`src/rtl/wfm_pkg.sv`:
```
package wfm_pkg;
  localparam int OPW      = 4;
  localparam int ARGW     = 10;
  localparam int INSW     = OPW + ARGW;
  localparam int LVLW     = 8;
  localparam int MUX_BIT  = 8;
  localparam int DE_BIT   = 9;
  localparam int JFLAG    = 6;

  typedef enum logic [OPW-1:0] {
    OP_SET    = 4'd0,
    OP_RPTSET = 4'd1,
    OP_RPLSET = 4'd2,
    OP_SKIP   = 4'd3,
    OP_STOP   = 4'd4,
    OP_REPEAT = 4'd5,
    OP_REPLAY = 4'd6,
    OP_JUMP   = 4'd7,
    OP_HOLD   = 4'd8
  } op_e;
endpackage

```
`src/rtl/wfm_progmem.sv`:
```
module wfm_progmem #(
  parameter int AW = 6,
  parameter int W  = 14
) (
  input  logic          clk,
  input  logic          we,
  input  logic [AW-1:0] waddr,
  input  logic [W-1:0]  wdata,
  input  logic [AW-1:0] raddr,
  output logic [W-1:0]  rdata
);
  localparam int DEPTH = 1 << AW;

  logic [W-1:0] store [DEPTH];

  always_ff @(posedge clk) begin
    if (we) store[waddr] <= wdata;
  end

  assign rdata = store[raddr];
endmodule

```
`src/rtl/wfm_loop.sv`:
```
module wfm_loop #(
  parameter int AW = 6,
  parameter int CW = 10
) (
  input  logic          clk,
  input  logic          rst_n,
  input  logic          clr,
  input  logic          mark,
  input  logic [AW-1:0] here,
  input  logic          eval,
  input  logic [CW-1:0] count,
  output logic          taken,
  output logic [AW-1:0] target
);
  logic          busy;
  logic [CW-1:0] left;
  logic [AW-1:0] anchor;

  assign taken  = eval && (busy ? (left != '0) : (count != '0));
  assign target = anchor;

  always_ff @(posedge clk) begin
    if (!rst_n || clr) begin
      busy   <= 1'b0;
      left   <= '0;
      anchor <= '0;
    end else begin
      if (mark) anchor <= here;
      if (eval) begin
        if (!busy) begin
          if (count != '0) begin
            busy <= 1'b1;
            left <= count - 1'b1;
          end
        end else if (left == '0) begin
          busy <= 1'b0;
        end else begin
          left <= left - 1'b1;
        end
      end
    end
  end
endmodule

```
`src/rtl/wfm_core.sv`:
```
module wfm_core
  import wfm_pkg::*;
#(
  parameter int AW = 6
) (
  input  logic            clk,
  input  logic            rst_n,
  input  logic            pix_en,
  input  logic            start,
  input  logic            stop,
  input  logic [INSW-1:0] instr,
  output logic [AW-1:0]   pc,
  output logic [LVLW-1:0] level,
  output logic            mux,
  output logic            de,
  output logic            running,
  output logic            error
);
  localparam int NLOOP = 2;

  logic [OPW-1:0]  opc;
  logic [ARGW-1:0] arg;
  logic            step;
  logic            launch;
  logic [AW-1:0]   pc_next;
  logic            skip_busy;
  logic [ARGW-1:0] skip_left;

  logic [NLOOP-1:0] l_mark;
  logic [NLOOP-1:0] l_eval;
  logic [NLOOP-1:0] l_taken;
  logic [AW-1:0]    l_target [NLOOP];

  assign opc     = instr[INSW-1:ARGW];
  assign arg     = instr[ARGW-1:0];
  assign step    = running && pix_en && !stop;
  assign launch  = start && !running && !stop;
  assign pc_next = pc + 1'b1;

  // loop 0 is the repeat loop, loop 1 the replay loop
  for (genvar gi = 0; gi < NLOOP; gi++) begin : g_loop
    localparam op_e MARK_OP = (gi == 0) ? OP_RPTSET : OP_RPLSET;
    localparam op_e EVAL_OP = (gi == 0) ? OP_REPEAT : OP_REPLAY;
    assign l_mark[gi] = step && (opc == MARK_OP);
    assign l_eval[gi] = step && (opc == EVAL_OP);
    wfm_loop #(.AW(AW), .CW(ARGW)) u_loop (
      .clk    (clk),
      .rst_n  (rst_n),
      .clr    (launch),
      .mark   (l_mark[gi]),
      .here   (pc),
      .eval   (l_eval[gi]),
      .count  (arg),
      .taken  (l_taken[gi]),
      .target (l_target[gi])
    );
  end

  always_ff @(posedge clk) begin
    if (!rst_n) begin
      pc        <= '0;
      level     <= '0;
      mux       <= 1'b0;
      de        <= 1'b0;
      running   <= 1'b0;
      error     <= 1'b0;
      skip_busy <= 1'b0;
      skip_left <= '0;
    end else if (stop) begin
      running <= 1'b0;
    end else if (launch) begin
      running   <= 1'b1;
      error     <= 1'b0;
      pc        <= '0;
      skip_busy <= 1'b0;
    end else if (step) begin
      case (opc)
        OP_SET, OP_RPTSET, OP_RPLSET, OP_HOLD: begin
          level <= arg[LVLW-1:0];
          mux   <= arg[MUX_BIT];
          de    <= arg[DE_BIT];
          if (opc != OP_HOLD) pc <= pc_next;
        end
        OP_SKIP: begin
          if (arg == '0) begin
            running <= 1'b0;
            error   <= 1'b1;
          end else if (!skip_busy) begin
            skip_busy <= 1'b1;
            skip_left <= arg;
          end else if (skip_left == ARGW'(1)) begin
            skip_busy <= 1'b0;
            pc        <= pc_next;
          end else begin
            skip_left <= skip_left - 1'b1;
          end
        end
        OP_REPEAT: pc <= l_taken[0] ? l_target[0] : pc_next;
        OP_REPLAY: pc <= l_taken[1] ? l_target[1] : pc_next;
        OP_JUMP: begin
          if (arg[JFLAG]) begin
            pc <= arg[AW-1:0];
          end else begin
            running <= 1'b0;
            error   <= 1'b1;
          end
        end
        OP_STOP: running <= 1'b0;
        default: begin
          running <= 1'b0;
          error   <= 1'b1;
        end
      endcase
    end
  end
endmodule

```
`src/rtl/wfm_sequencer.sv`:
```
module wfm_sequencer
  import wfm_pkg::*;
#(
  parameter int AW = 6
) (
  input  logic            clk,
  input  logic            rst_n,
  input  logic            pix_en,
  input  logic            start,
  input  logic            stop,
  input  logic            ld_valid,
  output logic            ld_ready,
  input  logic [AW-1:0]   ld_addr,
  input  logic [INSW-1:0] ld_data,
  output logic [LVLW-1:0] out_level,
  output logic            out_mux,
  output logic            out_de,
  output logic            running,
  output logic            error
);
  logic [AW-1:0]   pc;
  logic [INSW-1:0] instr;

  assign ld_ready = !running;

  wfm_progmem #(.AW(AW), .W(INSW)) u_mem (
    .clk   (clk),
    .we    (ld_valid && ld_ready),
    .waddr (ld_addr),
    .wdata (ld_data),
    .raddr (pc),
    .rdata (instr)
  );

  wfm_core #(.AW(AW)) u_core (
    .clk     (clk),
    .rst_n   (rst_n),
    .pix_en  (pix_en),
    .start   (start),
    .stop    (stop),
    .instr   (instr),
    .pc      (pc),
    .level   (out_level),
    .mux     (out_mux),
    .de      (out_de),
    .running (running),
    .error   (error)
  );
endmodule

```
`config.mk`:
```
export PLATFORM = sky130hd
export DESIGN_NAME = wfm_sequencer
export DESIGN_NICKNAME = d
export VERILOG_FILES = /design/src/rtl/wfm_pkg.sv /design/src/rtl/wfm_progmem.sv /design/src/rtl/wfm_loop.sv /design/src/rtl/wfm_core.sv /design/src/rtl/wfm_sequencer.sv
export SDC_FILE = /design/constraint.sdc
export NUM_CORES = 1
export LEC_CHECK = 0
export BUFFER_PORTS_ARGS = -buffer_cell sky130_fd_sc_hd__buf_2
export CORE_MARGIN = 2
export CORE_UTILIZATION = 45
export CTS_CLUSTER_DIAMETER = 40
export DETAILED_ROUTE_END_ITERATION = 8
export SETUP_SLACK_MARGIN = 0.2
export SLEW_MARGIN = 20
export SYNTH_ARGS = -nofsm -noshare
export SYNTH_HDL_FRONTEND = slang
export SYNTH_HIERARCHICAL = 1
export SYNTH_SLANG_ARGS = --single-unit
```
`constraint.sdc`:
```
create_clock -name clk -period 5.6 [get_ports clk]
set_input_delay 0.84 -clock clk [delete_from_list [all_inputs] [get_ports clk]]
set_output_delay 0.84 -clock clk [all_outputs]
set_load 0.02 [all_outputs]
```
==> impl_summary.log <==
INFO  metric power.density_cell_area = 367 mW/mm2
INFO  metric slowest_delay = 0.84 ns
INFO  metric status = completed
INFO  metric final_net_count = 2,300
INFO  metric vias = 21,100
INFO  metric setup.worst_path.end_class = flop
INFO  metric cp_slowest_cell = sky130_fd_sc_hd__dfxtp_4
INFO  metric cell_chain_of_the_critical_path = buf_4 -> mux4_2 -> nand2_1 -> a32oi_1 -> o221ai_1 -> o32ai_2 -> buf_4 -> nor2_1 -> nand4_1 -> nand3_2 -> inv_2 -> nand2_1 -> or3_1 -> a31oi_1 -> nor3_1 -> a221o_1
INFO  metric antenna_violations_before_repair = 2
INFO  metric rsz0062_at_grt = false
INFO  metric grt_overflow_total = 0
INFO  metric cts_hold_buffers = 0
INFO  metric num_io_pins = 39
INFO  metric gp_congestion = 0.885
INFO  metric ys_async_sr_fraction = 0%
INFO  metric skew = 0.0364 ns
INFO  metric post_cts_resized = 0
INFO  metric detail_route.first_pass.iterations = 7
INFO  metric required_time_reported_for_the_critical_path_endpoint = 6.20 ns
INFO  metric synth_edf_count = 896
INFO  metric overall_routing_resource_usage = 22.0%
INFO  metric post_synth.cell_area_avg = 18.6 um2
INFO  metric maxSlewViolCount = 0
INFO  metric mappedNetlistNets = 2,134
INFO  metric setup_slack = 0.512 ns
INFO  metric clock_tree.root_cell = sky130_fd_sc_hd__clkbuf_16
INFO  metric critPathLaunch = u_core/pc[1]$_SDFFE_PN0P_
INFO  metric cp.buffers_inverters = 3
INFO  metric r2r_setup_slack = 0.51 ns
INFO  metric final_cell_mix = sky130_fd_sc_hd__edfxtp_1 (896), sky130_fd_sc_hd__mux4_2 (194), sky130_fd_sc_hd__clkbuf_16 (136)
INFO  metric vias_per_cell = 5.96
INFO  metric clock_sinks = 959
INFO  metric wl_per_cell = 27.7 um
INFO  metric die_area = 0.0894 mm2
INFO  metric drt.antenna.violating_nets = 0
INFO  metric cts_buffer_depth = 3
INFO  metric synth-main-ff-cell = sky130_fd_sc_hd__edfxtp_1
INFO  metric worst_setup_hold_path_clk_slew = 0.05 ns
INFO  metric ys_seq_area_share = 71.9%
INFO  metric setup-tns-final = 0 ns
INFO  metric die_y = 299 um
INFO  metric first_global_vias = 21,300
INFO  metric grt_start_max_net_pins = 65
INFO  metric timing.slew.headroom = 23.9%
INFO  metric wirelength = 98.0 mm
INFO  metric postCtsSetupBuffers = 0
INFO  metric dp_slack = 0.621 ns
INFO  metric worst_r2r_path_depth = 16
INFO  metric finalSetupViolations = 0
INFO  metric worst_slew_pin_slew = 1.14 ns
INFO  metric cp_top_family = compound AO/OA/AOI/OAI gates
INFO  metric netlist_area = 0.0392 mm2
INFO  metric drive_above_1_share = 26.8%
INFO  metric drt_iter0_drc = 2,075
INFO  metric maxClockFrequency = 197 MHz
INFO  metric regToRegStartpoint = u_core/pc[1]$_SDFFE_PN0P_
INFO  metric syn_to_final_growth = 16.7%
INFO  metric clk_latency = 0.73 ns
INFO  metric critPathKind = flop to flop
INFO  metric port_buffers = 38
INFO  metric min_period = 5.09 ns
INFO  metric horiz_die_dim = 299 um
INFO  metric dp_hpwl = 58.7 mm
INFO  metric placementRows = 108
INFO  metric ys_ff_latch = 959
INFO  metric crit_end = u_core/pc[2]$_SDFFE_PN0P_
INFO  metric peakVddDrop = 0.000303 V
INFO  metric netlist_cell_types = 99
INFO  metric timing.critical_path.depth = 16
INFO  metric floorplan.initialDensity = 45.3%
INFO  metric power_leakage = 14.2 nW
INFO  metric core_area = 0.0865 mm2
INFO  metric cp_data_arrival_time = 5.68 ns
INFO  metric most_common_cell_after_layout_fill_and_taps_aside = sky130_fd_sc_hd__edfxtp_1
INFO  metric regToRegEndpoint = u_core/pc[2]$_SDFFE_PN0P_
INFO  metric first_pass_grt_wire_length = 144 mm
INFO  metric crit_path_max_fanout = 36
INFO  metric cts_buffers = 133
INFO  metric htreeDepth = 4
INFO  metric fin_crit_sh = 90.9%
INFO  metric yosysWarningCount = 6
INFO  metric worstHoldPathType = flop to flop
INFO  metric timing_hold_violations_final = 0
INFO  metric cp-start-kind = flop
INFO  metric netlist_instances = 2,103
INFO  metric cts_tree = yes
INFO  metric post-route-drc-count = 0
INFO  metric maxCapViolations = 0
==> synthesized netlist by cell type (17+ instances only) <==
library cell	instances	share of area (%)
sky130_fd_sc_hd__nor3_1	27	0.35
sky130_fd_sc_hd__nand2_1	97	0.93
sky130_fd_sc_hd__nor2b_1	34	0.54
sky130_fd_sc_hd__a21oi_1	44	0.56
sky130_fd_sc_hd__dfxtp_1	63	3.2
sky130_fd_sc_hd__inv_1	17	0.16
sky130_fd_sc_hd__a221oi_1	25	0.56
sky130_fd_sc_hd__mux2i_1	119	3.0
sky130_fd_sc_hd__clkbuf_1	26	0.25
sky130_fd_sc_hd__buf_2	39	0.50
sky130_fd_sc_hd__nand3_1	25	0.32
sky130_fd_sc_hd__o21ai_0	23	0.29
sky130_fd_sc_hd__mux4_2	194	11
sky130_fd_sc_hd__edfxtp_1	896	69
sky130_fd_sc_hd__nor2_1	127	1.2
==> worst min-delay path by stage <==
| stage | start | to | slack [ns] | cells after the start |
|---|---|---|---|---|
| 3_3_place_gp | u_core/g_loop[0].u_loop/left[9]$_SDFFE_PP0P_ | u_core/g_loop[0].u_loop/left[9]$_SDFFE_PP0P_ | 0.45 | 2 |
| 4_1_cts | start | u_core/running$_SDFFE_PP0P_ | 0.45 | 3 |
| 6_report | u_core/g_loop[0].u_loop/left[9]$_SDFFE_PP0P_ | u_core/g_loop[0].u_loop/left[9]$_SDFFE_PP0P_ | 0.47 | 2 |
| 5_1_grt | rst_n | u_core/skip_left[2]$_SDFFE_PN0P_ | 0.48 | 2 |
| 2_1_floorplan | u_core/g_loop[0].u_loop/left[9]$_SDFFE_PP0P_ | u_core/g_loop[0].u_loop/left[9]$_SDFFE_PP0P_ | 0.43 | 2 |
| 3_5_place_dp | u_core/g_loop[0].u_loop/left[9]$_SDFFE_PP0P_ | u_core/g_loop[0].u_loop/left[9]$_SDFFE_PP0P_ | 0.46 | 2 |
==> sequential cells by signal, indices dropped and copies added, names as in the netlist <==
signal / count
u_mem/store: 896
u_core/g_loop.u_loop/left: 20
u_core/g_loop.u_loop/target: 12
u_core/skip_left: 10
u_core/level: 8
u_core/pc: 6
u_core/g_loop.u_loop/busy: 2
u_core/de: 1
u_core/error: 1
u_core/mux: 1
u_core/running: 1
u_core/skip_busy: 1
==> cell families (layout without fill, tap and decap cells) <==
kind of cell,count (synthesis),count (layout),synth area share [%]
DFF,959,959,71.9
and+or+nand+nor,406,406,5.24
muxes,333,333,15.2
AOI/OAI and AO/OA,253,253,4.79
buffers and inverters,138,413,2.45
xor gates and xnor gates,8,8,0.179
adders and majority gates,6,6,0.185
other,0,1,0
==> where the power goes <==
group          switching (mW)  leakage (nW)  internal, mW
Sequential            0.00647          8.57          7.86
Combinational           0.204          3.36        0.0463
Clock                    3.33          2.25          5.34
Total                    3.54          14.2          13.2
==> worst reg2reg max path, stage by stage (launching register included) <==
cell and delay (ns):
sky130_fd_sc_hd__dfxtp_4 0.84, sky130_fd_sc_hd__buf_4 0.44, sky130_fd_sc_hd__mux4_2 0.26, sky130_fd_sc_hd__nand2_1 0.08, sky130_fd_sc_hd__a32oi_1 0.48, sky130_fd_sc_hd__o221ai_1 0.42, sky130_fd_sc_hd__o32ai_2 0.41, sky130_fd_sc_hd__buf_4 0.26
sky130_fd_sc_hd__nor2_1 0.07, sky130_fd_sc_hd__nand4_1 0.10, sky130_fd_sc_hd__nand3_2 0.10, sky130_fd_sc_hd__inv_2 0.31, sky130_fd_sc_hd__nand2_1 0.21, sky130_fd_sc_hd__or3_1 0.36, sky130_fd_sc_hd__a31oi_1 0.24, sky130_fd_sc_hd__nor3_1 0.09
sky130_fd_sc_hd__a221o_1 0.34
==> per-layer routing <==
| metal | part of all wire [%] | track usage [%] | vias up |
|---|---|---|---|
| li1 | - | - | 9016 |
| met1 | 42 | 30.3 | 11000 |
| met2 | 49 | 35.9 | 877 |
| met3 | 6.6 | 3.75 | 166 |
| met4 | 2.7 | 7.05 | 2 |
| met5 | 0.010 | 0 | - |
==> cell type report <==
class	instances	area [um2]
inverters	21	81.3
well taps	1155	1450
flip-flops and latches	959	28200
clock buffers	145	3440
repair buffers	148	1170
diodes	1	2.50
fillers	6773	40800
multi-input cells	1006	10200
clock inverters	99	1210
==> metrics by stage <==
step | std cells | power (mW) | utilization [%] | hold WS (ns) | cell area, um2
after floorplan | 2103 | 8.09 | - | 0.435 | 39200
after global placement | 3289 | 8.25 | 47.5 | 0.454 | 41100
after detailed placement | 3289 | 8.26 | 47.5 | 0.457 | 41100
after CTS | 3533 | 16.9 | 52.8 | 0.447 | 45700
after global routing | 3533 | 17.2 | 52.8 | 0.482 | 45700
final | 3534 | 16.8 | 52.9 | 0.469 | 45700
Power figures use the tool's default switching activity.
